File: config.mk
export PLATFORM = sky130hd
export DESIGN_NAME = set_index_hash
export DESIGN_NICKNAME = d
export VERILOG_FILES = /design/src/rtl/shx_pkg.sv /design/src/rtl/shx_ctrl.sv /design/src/rtl/shx_datapath.sv /design/src/rtl/set_index_hash.sv
export SDC_FILE = /design/constraint.sdc
export NUM_CORES = 1
export LEC_CHECK = 0
export BUFFER_PORTS_ARGS = -buffer_cell sky130_fd_sc_hd__buf_2
export CAP_MARGIN = 20
export CORE_MARGIN = 4
export CORE_UTILIZATION = 29
export DETAILED_ROUTE_END_ITERATION = 8
export HOLD_SLACK_MARGIN = 0.08
export MAX_ROUTING_LAYER = met4
export SLEW_MARGIN = 15
export SYNTH_ARGS = -nofsm -noshare
export SYNTH_HDL_FRONTEND = slang
export SYNTH_SLANG_ARGS = --single-unit
File: constraint.sdc
create_clock -name clk -period 1.6 [get_ports clk]
set_clock_uncertainty 0.2 [all_clocks]
set_input_delay 0.32 -clock clk [delete_from_list [all_inputs] [get_ports clk]]
set_output_delay 0.32 -clock clk [all_outputs]
set_load 0.01 [all_outputs]
File: src/rtl/shx_pkg.sv
package shx_pkg;
  typedef enum logic [2:0] {
    MODE_LINEAR = 3'd0,
    MODE_XFOLD  = 3'd1,
    MODE_IPOLY  = 3'd2,
    MODE_CUSTOM = 3'd3
  } modeE;

  typedef struct packed {
    logic load;
    logic hold;
  } strobeT;
endpackage

File: src/rtl/shx_ctrl.sv
module shx_ctrl
  import shx_pkg::*;
(
  input  logic   clk,
  input  logic   rstN,
  input  logic   inValid,
  output logic   inReady,
  output logic   outValid,
  input  logic   outReady,
  output strobeT strobe
);
  logic validQ;

  assign inReady     = !validQ || outReady;
  assign strobe.load = inValid && inReady;
  assign strobe.hold = validQ && !outReady;
  assign outValid    = validQ;

  always_ff @(posedge clk or negedge rstN) begin
    if (!rstN) begin
      validQ <= 1'b0;
    end else if (strobe.load) begin
      validQ <= 1'b1;
    end else if (outReady) begin
      validQ <= 1'b0;
    end
  end

  AST_ACCEPT_SHOWS: assert property (@(posedge clk) disable iff (!rstN)
    (inValid && inReady) |=> outValid) else $error("accept lost");

  AST_STALL_KEEP: assert property (@(posedge clk) disable iff (!rstN)
    (outValid && !outReady) |=> outValid) else $error("stall dropped result");

  AST_STALL_BLOCK: assert property (@(posedge clk) disable iff (!rstN)
    (outValid && !outReady) |-> !strobe.load) else $error("load during stall");
endmodule

File: src/rtl/shx_datapath.sv
module shx_datapath
  import shx_pkg::*;
#(
  parameter int ADDR_W    = 64,
  parameter int IDX_W     = 6,
  parameter int LINE_LOG2 = 7,
  parameter int SETS_W    = 3,
  parameter int MODE_W    = 3
) (
  input  logic              clk,
  input  logic              rstN,
  input  strobeT            strobe,
  input  logic [ADDR_W-1:0] inAddr,
  input  logic [MODE_W-1:0] inMode,
  input  logic [SETS_W-1:0] inSetsLog2,
  output logic [IDX_W-1:0]  outIndex,
  output logic              outErr
);
  localparam int HASH_LO = 5;
  localparam int HASH_HI = 6;
  localparam int TAP_W   = 32;
  localparam int IPOLY_N = 5;

  function automatic logic [TAP_W-1:0] tapOf(input int bitNo);
    case (bitNo)
      0:       tapOf = 32'h03E6_9080;
      1:       tapOf = 32'h07CD_2100;
      2:       tapOf = 32'h047C_D200;
      3:       tapOf = 32'h00F9_A400;
      4:       tapOf = 32'h01F3_4800;
      default: tapOf = '0;
    endcase
  endfunction

  logic [ADDR_W-1:0] lineAddr;
  logic [ADDR_W-1:0] upperAddr;
  logic [IDX_W-1:0]  setMask;
  logic [IDX_W-1:0]  linIdx;
  logic [IDX_W-1:0]  foldIdx;
  logic [IDX_W-1:0]  polyIdx;
  logic [IDX_W-1:0]  selIdx;
  logic              hashOk;
  logic              cfgErr;
  logic [IDX_W-1:0]  idxQ;
  logic              errQ;

  assign lineAddr  = inAddr >> LINE_LOG2;
  assign upperAddr = inAddr >> (LINE_LOG2 + int'(inSetsLog2));

  genvar gi;
  generate
    for (gi = 0; gi < IDX_W; gi++) begin : g_bits
      assign setMask[gi] = (gi < int'(inSetsLog2));
      if (gi < IPOLY_N) begin : g_tap
        assign polyIdx[gi] = ^(inAddr[TAP_W-1:0] & tapOf(gi));
      end else if (gi == IPOLY_N) begin : g_top
        assign polyIdx[gi] = (int'(inSetsLog2) == HASH_HI) && inAddr[12];
      end else begin : g_zero
        assign polyIdx[gi] = 1'b0;
      end
    end
  endgenerate

  assign linIdx  = lineAddr[IDX_W-1:0] & setMask;
  assign foldIdx = (lineAddr[IDX_W-1:0] ^ upperAddr[IDX_W-1:0]) & setMask;
  assign hashOk  = (int'(inSetsLog2) == HASH_LO) || (int'(inSetsLog2) == HASH_HI);

  always_comb begin
    cfgErr = 1'b0;
    selIdx = '0;
    case (inMode)
      MODE_LINEAR, MODE_CUSTOM: begin
        cfgErr = int'(inSetsLog2) > IDX_W;
        selIdx = linIdx;
      end
      MODE_XFOLD: begin
        cfgErr = !hashOk;
        selIdx = foldIdx;
      end
      MODE_IPOLY: begin
        cfgErr = !hashOk;
        selIdx = polyIdx;
      end
      default: cfgErr = 1'b1;
    endcase
  end

  always_ff @(posedge clk or negedge rstN) begin
    if (!rstN) begin
      idxQ <= '0;
      errQ <= 1'b0;
    end else if (strobe.load) begin
      idxQ <= cfgErr ? '0 : selIdx;
      errQ <= cfgErr;
    end
  end

  assign outIndex = idxQ;
  assign outErr   = errQ;

  AST_ERR_IDX_ZERO: assert property (@(posedge clk) disable iff (!rstN)
    errQ |-> (idxQ == '0)) else $error("error with nonzero index");

  AST_BAD_MODE_ERR: assert property (@(posedge clk) disable iff (!rstN)
    (strobe.load && inMode > 3'd3) |=> errQ) else $error("undefined mode accepted");

  AST_POLY32_TOP: assert property (@(posedge clk) disable iff (!rstN)
    (strobe.load && inMode == 3'd2 && int'(inSetsLog2) == HASH_LO) |=> ((idxQ >> IPOLY_N) == '0))
    else $error("32-set polynomial index too wide");

  AST_HOLD_STABLE: assert property (@(posedge clk) disable iff (!rstN)
    strobe.hold |=> ($stable(idxQ) && $stable(errQ))) else $error("result changed under stall");
endmodule

File: src/rtl/set_index_hash.sv
module set_index_hash
  import shx_pkg::*;
#(
  parameter int ADDR_W    = 64,
  parameter int IDX_W     = 6,
  parameter int LINE_LOG2 = 7,
  parameter int SETS_W    = 3,
  parameter int MODE_W    = 3
) (
  input  logic              clk,
  input  logic              rstN,
  input  logic              inValid,
  output logic              inReady,
  input  logic [ADDR_W-1:0] inAddr,
  input  logic [MODE_W-1:0] inMode,
  input  logic [SETS_W-1:0] inSetsLog2,
  output logic              outValid,
  input  logic              outReady,
  output logic [IDX_W-1:0]  outIndex,
  output logic              outErr
);
  strobeT strobe;

  shx_ctrl u_ctrl (
    .clk      (clk),
    .rstN     (rstN),
    .inValid  (inValid),
    .inReady  (inReady),
    .outValid (outValid),
    .outReady (outReady),
    .strobe   (strobe)
  );

  shx_datapath #(
    .ADDR_W    (ADDR_W),
    .IDX_W     (IDX_W),
    .LINE_LOG2 (LINE_LOG2),
    .SETS_W    (SETS_W),
    .MODE_W    (MODE_W)
  ) u_dp (
    .clk        (clk),
    .rstN       (rstN),
    .strobe     (strobe),
    .inAddr     (inAddr),
    .inMode     (inMode),
    .inSetsLog2 (inSetsLog2),
    .outIndex   (outIndex),
    .outErr     (outErr)
  );
endmodule

== Word level (Yosys, flattened, before mapping) ==
Index checks and enable logic that the tools add are counted.

* Logic and storage cells: 40
* Output and inout port bits: 9
* Input port bits: 74
* Register bits: 8

* Magnitude comparators: 7
* Bitwise logic cells: 3
* Shifts and indexed selects: 1
* Reductions and logical operators: 15
* Add/sub/neg operators: 1
* Muxes and demuxes: 5
* Eq/ne operators: 5

{| class="wikitable"
|+ Operator list
! cell !! number
|-
| XOR reduction 32 bit || 5
|-
| right shift 64 x 32 -> 6 bit || 1
|-
| case mux 6 bit (3 select lines) || 1
|-
| AND 6 bit || 2
|-
| equality test 3 x 2 -> 1 bit, second input constant || 3
|-
| < comparator 1 x 3 -> 1 bit, first input constant || 2
|-
| < comparator 2 x 3 -> 1 bit, first input constant || 2
|-
| < comparator 3 bit, first input constant || 2
|-
| 2-to-1 mux 6 bit || 1
|-
| XOR 6 bit || 1
|-
| adder 3 x 3 -> 4 bit, first input constant || 1
|-
| OR reduction 2 bit || 2
|-
| equality test 3 x 1 -> 1 bit, second input constant || 1
|-
| equality test 3 bit, second input constant || 1
|-
| greater-than comparator 3 bit, second input constant || 1
|-
| zero test 3 bit || 1
|-
| logical AND 1 bit || 2
|-
| zero test 1 bit || 2
|-
| logical OR 1 bit || 2
|-
| 2-to-1 mux 1 bit || 2
|-
| case mux 1 bit (2 select lines) || 1
|-
| nonzero test 2 bit || 1
|}

== Logic depth before layout (Yosys ltp) ==
Gate-level depths: netlist (run 1).

* Depth after elaboration: 6
* Depth in mapped cells: 8
* Depth with buffers taken out: 6

== Cells and area by module ==
Synthesis (run 1) repeated with hierarchy kept, for this count alone.

* Cells, all modules: 121
* Area, all modules: 1,103.6 um2

{| class="wikitable"
|+ Modules (own cells, without submodules)
! module !! cells an instance !! area an instance (um2) !! seq. area each (um2) !! times used
|-
| shx_datapath || 116 || 1,046.0 || 175.2 || 1
|-
| shx_ctrl || 5 || 57.6 || 25.0 || 1
|}

== Worst setup path after synthesis (run 1) ==
Ideal clock, no wire load.

* Path type: input port to flip-flop
* Start point: input port inSetsLog2[0]
* End point: register u_dp.idxQ[0] (netlist: u_dp.outIndex[0])
* Required time: 1.296 ns
* Arrival: 1.572 ns
* Buffers on the path: 1
* Stages on the path: 6
* Library setup time: 0.104 ns
* Slack: -0.276 ns
* Cells stage by stage: buf_6 mux2_4 mux4_2 nand2_1 xor2_1 o311ai_1

* Cells in the longest elaborated chain, start to end: 6
* Elaborated cells on any way between the ends: 14
* Those cells by class: 1 x add/sub; 2 x order compare; 2 x eq/ne; 1 x shift; 3 x mux; 3 x bitwise; 2 x reduce/logical

{| class="wikitable"
|+ RTL lines
! what !! RTL line !! source
|-
| start: declaration || set_index_hash.sv:16 || <nowiki>input logic [SETS_W-1:0] inSetsLog2,</nowiki>
|-
| adder 3 x 3 -> 4 bit || shx_datapath.sv:48 || <nowiki>assign upperAddr = inAddr >> (LINE_LOG2 + int'(inSetsLog2));</nowiki>
|-
| right shift 64 x 32 -> 6 bit || shx_datapath.sv:48 ||
|-
| XOR 6 bit || shx_datapath.sv:65 || <nowiki>assign foldIdx = (lineAddr[IDX_W-1:0] ^ upperAddr[IDX_W-1:0]) & setMask;</nowiki>
|-
| AND 6 bit || shx_datapath.sv:65 ||
|-
| case mux 6 bit (3 select lines) || shx_datapath.sv:71 || <nowiki>case (inMode)</nowiki>
|-
| 2-to-1 mux 6 bit (*) || shx_datapath.sv:93 || <nowiki>idxQ <= cfgErr ? '0 : selIdx;</nowiki>
|-
| end signal: assignment || shx_datapath.sv:93 ||
|-
| end: declaration || shx_datapath.sv:44 || <nowiki>logic [IDX_W-1:0] idxQ;</nowiki>
|}

Every way passes the cells marked *; elsewhere a longest branch is shown, timed or not.
A chain may end at the register's enable or synchronous reset.

== Worst setup path in the final report (run 1) ==
* Start point: input port inSetsLog2[0]
* End point: register u_dp.idxQ[4] (netlist: u_dp.outIndex[4])

The elaborated chain is that of the path after synthesis.

==> results of run 1 <==
==> cells by family (layout without fill, tap and decap cells) <==
group | after synthesis | after routing | synth area share
AND/OR/NAND/NOR | 45 | 45 | 0.203
XOR/XNOR | 37 | 37 | 0.295
AO/OA/AOI/OAI | 25 | 25 | 0.162
multiplexers | 12 | 12 | 0.136
flip-flops | 8 | 8 | 0.171
buffers and inverters | 6 | 91 | 0.0331
==> metrics by stage <==
stage           util  total power, W
2_1_floorplan      -        0.000558
3_3_place_gp   0.463        0.000789
3_5_place_dp   0.463        0.000796
4_1_cts        0.508         0.00109
5_1_grt        0.530         0.00118
6_report       0.530         0.00111
==> timing repair <==
action	4_1_cts	5_1_grt
resized for setup	18	17
hold buffers	1	0
buffers inserted	1	0
pin swaps	10	13
gates cloned	1	0
setup endpoints to repair	6	6
hold endpoints to repair	8	0
==> where the power goes <==
group / switching, W / internal [W] / total, W
clock network: 0.0000799 / 0.000163 / 0.000243
logic: 0.000274 / 0.000357 / 0.000631
registers: 0.0000108 / 0.000221 / 0.000232
total: 0.000365 / 0.000741 / 0.00111
==> layout by cell type (no fill, tap or decap), drive strengths merged, types with 3 or more instances in the layout <==
cell	synthesis	layout
buf	4	85
nand2	13	13
a21oi	8	8
mux2i	5	5
clkbuf	1	4
nor2	8	8
nand2b	9	9
xor2	15	15
nor2b	4	4
xnor2	21	21
o22ai	3	3
mux2	5	5
dfrtp	8	8
==> critical path, delay by kind of cell <==
| family | cells | cell delay [ns] |
|---|---|---|
| compound gates | 4 | 0.65 |
| xor+xnor | 1 | 0.22 |
| mux | 1 | 0.31 |
| buf+inv | 1 | 0.11 |
==> how the worst min path moves through the flow <==
stage	from	depth (start not counted)	slack, ns	endpoint
floorplan	rstN	0	-0.18	u_ctrl.outValid
global placement	rstN	1	-0.03	u_dp.outErr
detailed placement	rstN	1	-0.03	u_dp.outErr
CTS	inValid	3	0.23	u_ctrl.outValid
global route	inValid	3	0.24	u_ctrl.outValid
finish	inValid	3	0.22	u_ctrl.outValid
==> final cells by class <==
type,count,area (sq um),share of cell area
Multi-Input combinational cell,119,1070,0.534
Inverter,1,3.75,0.00188
Tap cell,48,60.1,0.0301
Clock buffer,3,41.3,0.0207
Timing Repair Buffer,87,624,0.313
Sequential cell,8,200,0.100
==> sequential cells by signal, indices dropped and copies added (netlist names) <==
name             cells
u_dp.outErr          1
u_ctrl.outValid      1
u_dp.outIndex        6
==> layer usage <==
layer,part of all wire,vias up,GRT usage
met1,0.42,575,0.182
met3,0.074,9,0.0224
met5,0,-,-
met4,0.021,0,0.0522
li1,-,645,-
met2,0.48,57,0.245
==> out/results.ini, run 1 <==
[timing]
setup_slack_ns = -0.100
rsz0062_at_grt = yes
fmax_mhz = 588
worst_slew_pin_slew_ns = 0.297
fin_tns_setup_ns = -0.264
min_period_ns = 1.70
fin_hold_ws_ns = 0.222
relSlewSlack = 0.801
hold_violations = 0
drv_slew = 0
period_share = 1.06
finalSetupViolations = 4

[critical_path]
worst_path_max_delay_cell = mux2_4
worst-path-max-fanout = 6
critPathLaunch = inSetsLog2[0]
crit_chain = buf_12, mux2_4, o2bb2ai_2, o31ai_4, xor2_1, o22ai_1, a22o_1
cp-endpoint = u_dp.outIndex[4]
rr_startpoint = u_ctrl.outValid
rrSetupSlack_ns = -0.06
crit_path_max_incr_delay_ns = 0.31
reg2regPathDepth = 4
worst-setup-path-type = in -> reg
cp-end-kind = flop
critical_path_required_ns = 1.51
arrival_ns = 1.61
start_kind = input pin
r2r-end = u_dp.outIndex[0]

[synthesis]
synthCells = 133
synth_enable_flop_cells = 0
synth_most_common_cell = xnor2_1
ys_ff_latch = 8
synth_nets = 207
async_flop_share = 1.00
syn_area_per_cell_sq_um = 8.80
yosys-top-cells-count = xnor2_1 (20), xor2_1 (15), nand2_1 (13)
synthTopCellsByArea = dfrtp_1 (17%), xnor2_1 (15%), xor2_1 (11%), nand2b_1 (4.8%), mux2i_1 (4.3%)
yosysWarnings = 0
syn-cell-area_sq_um = 1170
yosysSeqAreaShare = 0.171
synth_cell_types = 43
synth_area_leader_cell = dfrtp_1
netlist.area_leader.share = 0.171
synthFlopType = dfrtp_1

[route]
avgRoutedWirePerCell_um = 13.6
ant_nets = 0
route.detailed.drc = 0
drt-total-wl_mm = 3.61
firstDrtPassIters = 4
drtIter0Drc = 50
viasPerCell = 4.83
vias = 1286

[floorplan]
ios = 83
die_w_um = 71.5
start_util = 0.310
num_rows = 22
coreArea_sq_um = 3770
die_area_sq_um = 5110
die_height_um = 71.5

[grt]
grt_first_pass_wirelength_mm = 5.87
track_usage = 0.148
grt_pass1_vias = 1297
grt_max_degree = 14
overflow = 0
antenna_found_initial = 0

[clock_network]
cts_tree = built
cts.sinks = 8
clk_pin_slew_ns = 0.04
insertion_delay_ns = 0.23
cts_made_buffers = 3
clockBufferDepth = 2
ctsHtreeMaxLevel = 1
root_buffer = clkbuf_8

[final_layout]
drive_gt1_frac = 0.541
final_cell_area_sq_um = 2000
nFillCells = 353
instances_no_fill = 266
finalNetCount = 294
antennaDiodeCount = 0
area_delta_synth_final_pct = 70.7

[pwr]
p_per_area_nw_per_um2 = 554
power_leakage_nw = 0.909
ir_drop_v = 0.000262

[min_path]
min_path_type = in -> reg

[place]
hpwlAfterDp_mm = 2.91
preCtsSetupSlack_ns = -0.582
detailed_place.area_sq_um = 1750
place.gp.congestion = 0.847
dp.cells = 260
port_buffers = 38

[job]
cap_viol_max_count = 0

[status]
failed_checks = setup timing
status = complete, but fails checks

Note: power is estimated with default switching activity, not from simulation.
==> run 2, diff against run 1 <==
GPL_TIMING_DRIVEN = 0   (was not set)
==> run 2 against run 1 <==
Effect of this change: the flow still finishes with violations (setup timing); first-iteration DRC count shrank 48%; final cell count shrank 15%; maximum frequency shrank 8.2%; clock power is essentially flat; critical path depth is the same; sequential share of layout area grew 2.3 points; flip-flop and latch count is the same; routed wire length shrank 10%; critical endpoint is now u_dp.outIndex[0].
==> out/results.ini, run 2 (synthesis results as in run 1) <==
[status]
status = complete, but fails checks
failed_checks = setup timing

[clock_network]
clk_pin_slew_ns = 0.04
ctsHtreeMaxLevel = 1
root_buffer = clkbuf_8
cts.sinks = 8
cts_tree = built
clockBufferDepth = 2
cts_made_buffers = 3
insertion_delay_ns = 0.23

[critical_path]
worst-path-max-fanout = 6
worst_path_max_delay_cell = mux4_2
crit_chain = buf_8, buf_12, mux2_4, mux4_2, nand2_2, xor2_2, o311ai_4
worst-setup-path-type = in -> reg
reg2regPathDepth = 5
r2r-end = u_dp.outIndex[2]
critical_path_required_ns = 1.49
path_buf_inv = 2
arrival_ns = 1.75
rr_startpoint = u_ctrl.outValid
cp-end-kind = flop
critPathTopFamily = multiplexers
rrSetupSlack_ns = -0.15
start_kind = input pin
crit_path_max_incr_delay_ns = 0.48

[timing]
setup_slack_ns = -0.252
period_share = 1.16
fmax_mhz = 540
finalSetupViolations = 7
fin_hold_ws_ns = 0.161
hold_violations = 0
min_period_ns = 1.85
worst_slew_pin_slew_ns = 0.493
rsz0062_at_grt = yes
relSlewSlack = 0.668
drv_slew = 0

[route]
drt-total-wl_mm = 3.25
ant_nets = 0
route.detailed.drc = 0
firstDrtPassIters = 4
avgRoutedWirePerCell_um = 14.4
viasPerCell = 5.04
drtIter0Drc = 26
vias = 1134

[floorplan]
die_w_um = 71.5
ios = 83
start_util = 0.310
coreArea_sq_um = 3770
die_height_um = 71.5
num_rows = 22
die_area_sq_um = 5110

[final_layout]
drive_gt1_frac = 0.418
nFillCells = 381
antennaDiodeCount = 0
final_common_cell = buf_2
finalNetCount = 253
final_cell_mix = buf_2 (39), xnor2_1 (19), xor2_1 (14), nand2_1 (11)
largest_register_ffs = 6
fin_util = 0.432
area_delta_synth_final_pct = 39.4

[job]
cap_viol_max_count = 0

[grt]
grt_first_pass_wirelength_mm = 5.20
grt_pass1_vias = 1096
track_usage = 0.127
antenna_found_initial = 0
grt_max_degree = 11
overflow = 0

[pwr]
ir_drop_v = 0.000212
power_leakage_nw = 0.689
p_per_area_nw_per_um2 = 603

[place]
place.gp.congestion = 0.848
preCtsSetupSlack_ns = -0.500
hpwlAfterDp_mm = 2.49
port_buffers = 38

[min_path]
min_path_type = in -> reg
min_to = u_ctrl.outValid
hp-start = inValid
hold_path_depth = 2

==> run 2: cell count changes in the layout (fill, tap and decap cells not counted), sizes merged <==
cell    change
buf        -40
clkbuf      -1
==> run 2: through the flow <==
step | cell area, sq um | instances | power (W) | setup TNS (ns)
2_1_floorplan | 1190 | 133 | 0.000558 | -0.792
3_3_place_gp | 1440 | 219 | 0.000696 | -2.76
3_5_place_dp | 1440 | 219 | 0.000696 | -2.82
4_1_cts | 1560 | 225 | 0.000962 | -1.23
5_1_grt | 1630 | 225 | 0.00104 | -1.50
6_report | 1630 | 225 | 0.000984 | -1.08
==> run 2: worst max path at each step <==
stage / end / from / depth (start not counted) / slack, ns
after floorplan: u_dp.outIndex[0] / inSetsLog2[0] / 6 / -0.23
after global placement: u_dp.outIndex[4] / inSetsLog2[0] / 8 / -0.50
after detailed placement: u_dp.outIndex[4] / inSetsLog2[0] / 8 / -0.50
after CTS: u_dp.outIndex[4] / inSetsLog2[0] / 8 / -0.23
after global routing: u_dp.outIndex[0] / inSetsLog2[0] / 7 / -0.29
final: u_dp.outIndex[0] / inSetsLog2[0] / 7 / -0.25
==> run 2: per-layer routing <==
metal	track usage	part of all wire	wire length, um
met5	-	0	0
met4	0.0251	0.0052	17
met3	0.0140	0.065	212
met2	0.189	0.46	1510
met1	0.184	0.47	1510
==> run 2: power by group <==
part / switching [W] / total, W / internal (W)
Combinational: 0.000253 / 0.000512 / 0.000259
Sequential: 0.00000931 / 0.000230 / 0.000221
Clock: 0.0000781 / 0.000241 / 0.000163
Total: 0.000340 / 0.000984 / 0.000643
==> run 2: timing repair <==
action | 4_1_cts | 5_1_grt
endpoints found under the setup margin | 7 | 7
hold endpoints to repair | 8 | 0
hold buffers | 1 | 0
resized for setup | 12 | 15
buffers inserted | 2 | 0
pin swaps | 10 | 5
==> run 2: final cells by class <==
cell class                      instances  area, sq um  area share
Buffer                                  5         45.0      0.0276
Clock buffer                            3         41.3      0.0253
Inverter                                1         3.75     0.00230
Multi-Input combinational cell        119         1050       0.645
Sequential cell                         8          200       0.123
Tap cell                               48         60.1      0.0368
Timing Repair Buffer                   41          229       0.140
==> run 3, diff against run 2 <==
RECOVER_POWER = 50   (was not set)
SYNTH_HIERARCHICAL = 1   (was not set)
==> run 3 against run 2 <==
Effect of this change: the flow still finishes with violations (setup timing); core utilization fell by 2.6 points; first-iteration DRC count is 100% higher; global-route usage shrank 0.14 points; routed wire length shrank 10%; critical endpoint is now u_dp/outIndex[1]; highest routed layer unchanged.
==> out/results.ini, run 3 <==
[critical_path]
cp-end-kind = flop
critical_path_required_ns = 1.54
rrSetupSlack_ns = -0.1
worst-path-max-fanout = 5
worst-setup-path-type = reg -> reg
start_kind = flop
arrival_ns = 1.63

[grt]
grt_first_pass_wirelength_mm = 4.91
antenna_found_initial = 0
track_usage = 0.125
overflow = 0
grt_pass1_vias = 1076
grt_max_degree = 11

[floorplan]
start_util = 0.300
ios = 83
num_rows = 22
coreArea_sq_um = 3660
die_area_sq_um = 4840
die_w_um = 69.6
die_height_um = 69.6

[timing]
finalSetupViolations = 6
fin_hold_ws_ns = 0.116
fmax_mhz = 590
drv_slew = 0
period_share = 1.06
rsz0062_at_grt = yes
hold_violations = 0
setup_slack_ns = -0.0954
min_period_ns = 1.70
worst_slew_pin_slew_ns = 0.414
relSlewSlack = 0.724

[synthesis]
synthCells = 120
synth_nets = 194
yosysWarnings = 6
syn_area_per_cell_sq_um = 9.17
syn-cell-area_sq_um = 1100

[route]
avgRoutedWirePerCell_um = 13.7
drtIter0Drc = 52
ant_nets = 0
vias = 1026
firstDrtPassIters = 4
viasPerCell = 4.82
route.detailed.drc = 0
drt-total-wl_mm = 2.91

[clock_network]
cts.sinks = 8
ctsHtreeMaxLevel = 1
clockBufferDepth = 2
cts_tree = built
clk_pin_slew_ns = 0.04
root_buffer = clkbuf_8
insertion_delay_ns = 0.22
cts_made_buffers = 3

[final_layout]
final_common_cell = buf_2
nFillCells = 378
antennaDiodeCount = 0
fin_util = 0.406
final_cell_mix = buf_2 (37), xnor2_1 (17), xor2_1 (12), mux2i_1 (10)
multi_input_area_sq_um = 912
instances_no_fill = 213
seqCellArea_sq_um = 200
area_delta_synth_final_pct = 35.3
drive_gt1_frac = 0.370
finalNetCount = 241
largest_register_ffs = 6

[place]
port_buffers = 37
place.gp.congestion = 0.781
dp.cells = 205
hpwlAfterDp_mm = 2.44

[pwr]
ir_drop_v = 0.000229
power_leakage_nw = 0.663
p_per_area_nw_per_um2 = 621

[status]
status = complete, but fails checks
failed_checks = setup timing

[job]
cap_viol_max_count = 0

[min_path]
min_path_type = in -> reg

[run 3: where the power goes]
part           total [W]  switching [W]  internal, W  leakage (nW)
sequential      0.000232     0.00000998     0.000222         0.103
clock           0.000234      0.0000714     0.000162        0.0216
combinational   0.000458       0.000223     0.000235         0.539
total           0.000923       0.000305     0.000619         0.663
[run 3: area by class of cell]
class | instances | area share
inverter | 3 | 0.00757
clock buffer | 3 | 0.0278
tap | 48 | 0.0404
timing repair buffer | 42 | 0.151
sequential | 8 | 0.135
buffer | 5 | 0.0261
multi-input combinational | 104 | 0.613
[run 3: metrics by stage]
step / setup WS [ns] / area (sq um) / TNS (ns) / total power (W)
floorplan: -0.0739 / 1120 / -0.218 / 0.000534
CTS: -0.145 / 1460 / -0.522 / 0.000925
finish: -0.0954 / 1490 / -0.464 / 0.000923
global route: -0.179 / 1490 / -1.02 / 0.000990
global placement: -0.362 / 1370 / -1.93 / 0.000666
detailed placement: -0.341 / 1370 / -1.91 / 0.000673
[run 3: worst paths after layout]
kind                                   from               end  cells past startpoint
max                         u_ctrl/outValid  u_dp/outIndex[1]                      7
min in group asynchronous              rstN  u_dp/outIndex[1]                      2
min reg2reg                u_dp/outIndex[1]  u_dp/outIndex[1]                      2
max reg2reg                 u_ctrl/outValid  u_dp/outIndex[1]                      7
min                                 inValid   u_ctrl/outValid                      2
max in group asynchronous              rstN   u_ctrl/outValid                      2
[run 3: critical path, cell delays in order, from the launching register on]
cell and delay [ns]:
dfrtp_1 0.40, nand2b_4 0.08, and2_4 0.14, nor2b_4 0.18
nand3_4 0.09, nor3b_4 0.30, inv_2 0.09, o221ai_2 0.13
[run 3: layer usage]
| metal | routed length (um) | GRT usage | vias to the layer above |
|---|---|---|---|
| li1 | - | - | 519 |
| met1 | 1140 | 0.135 | 486 |
| met2 | 1650 | 0.240 | 19 |
| met3 | 121 | 0.0188 | 2 |
| met4 | 10 | 0.0260 | 0 |
| met5 | 0 | - | - |
[run 3: repair_timing]
action / 4_1_cts / 5_1_grt
setup endpoints to repair: 6 / 6
gates resized for setup: 3 / 5
pin swaps: 5 / 3
hold buffers: 1 / 0
buffers inserted: 3 / 1
endpoints found under the hold margin: 8 / 0
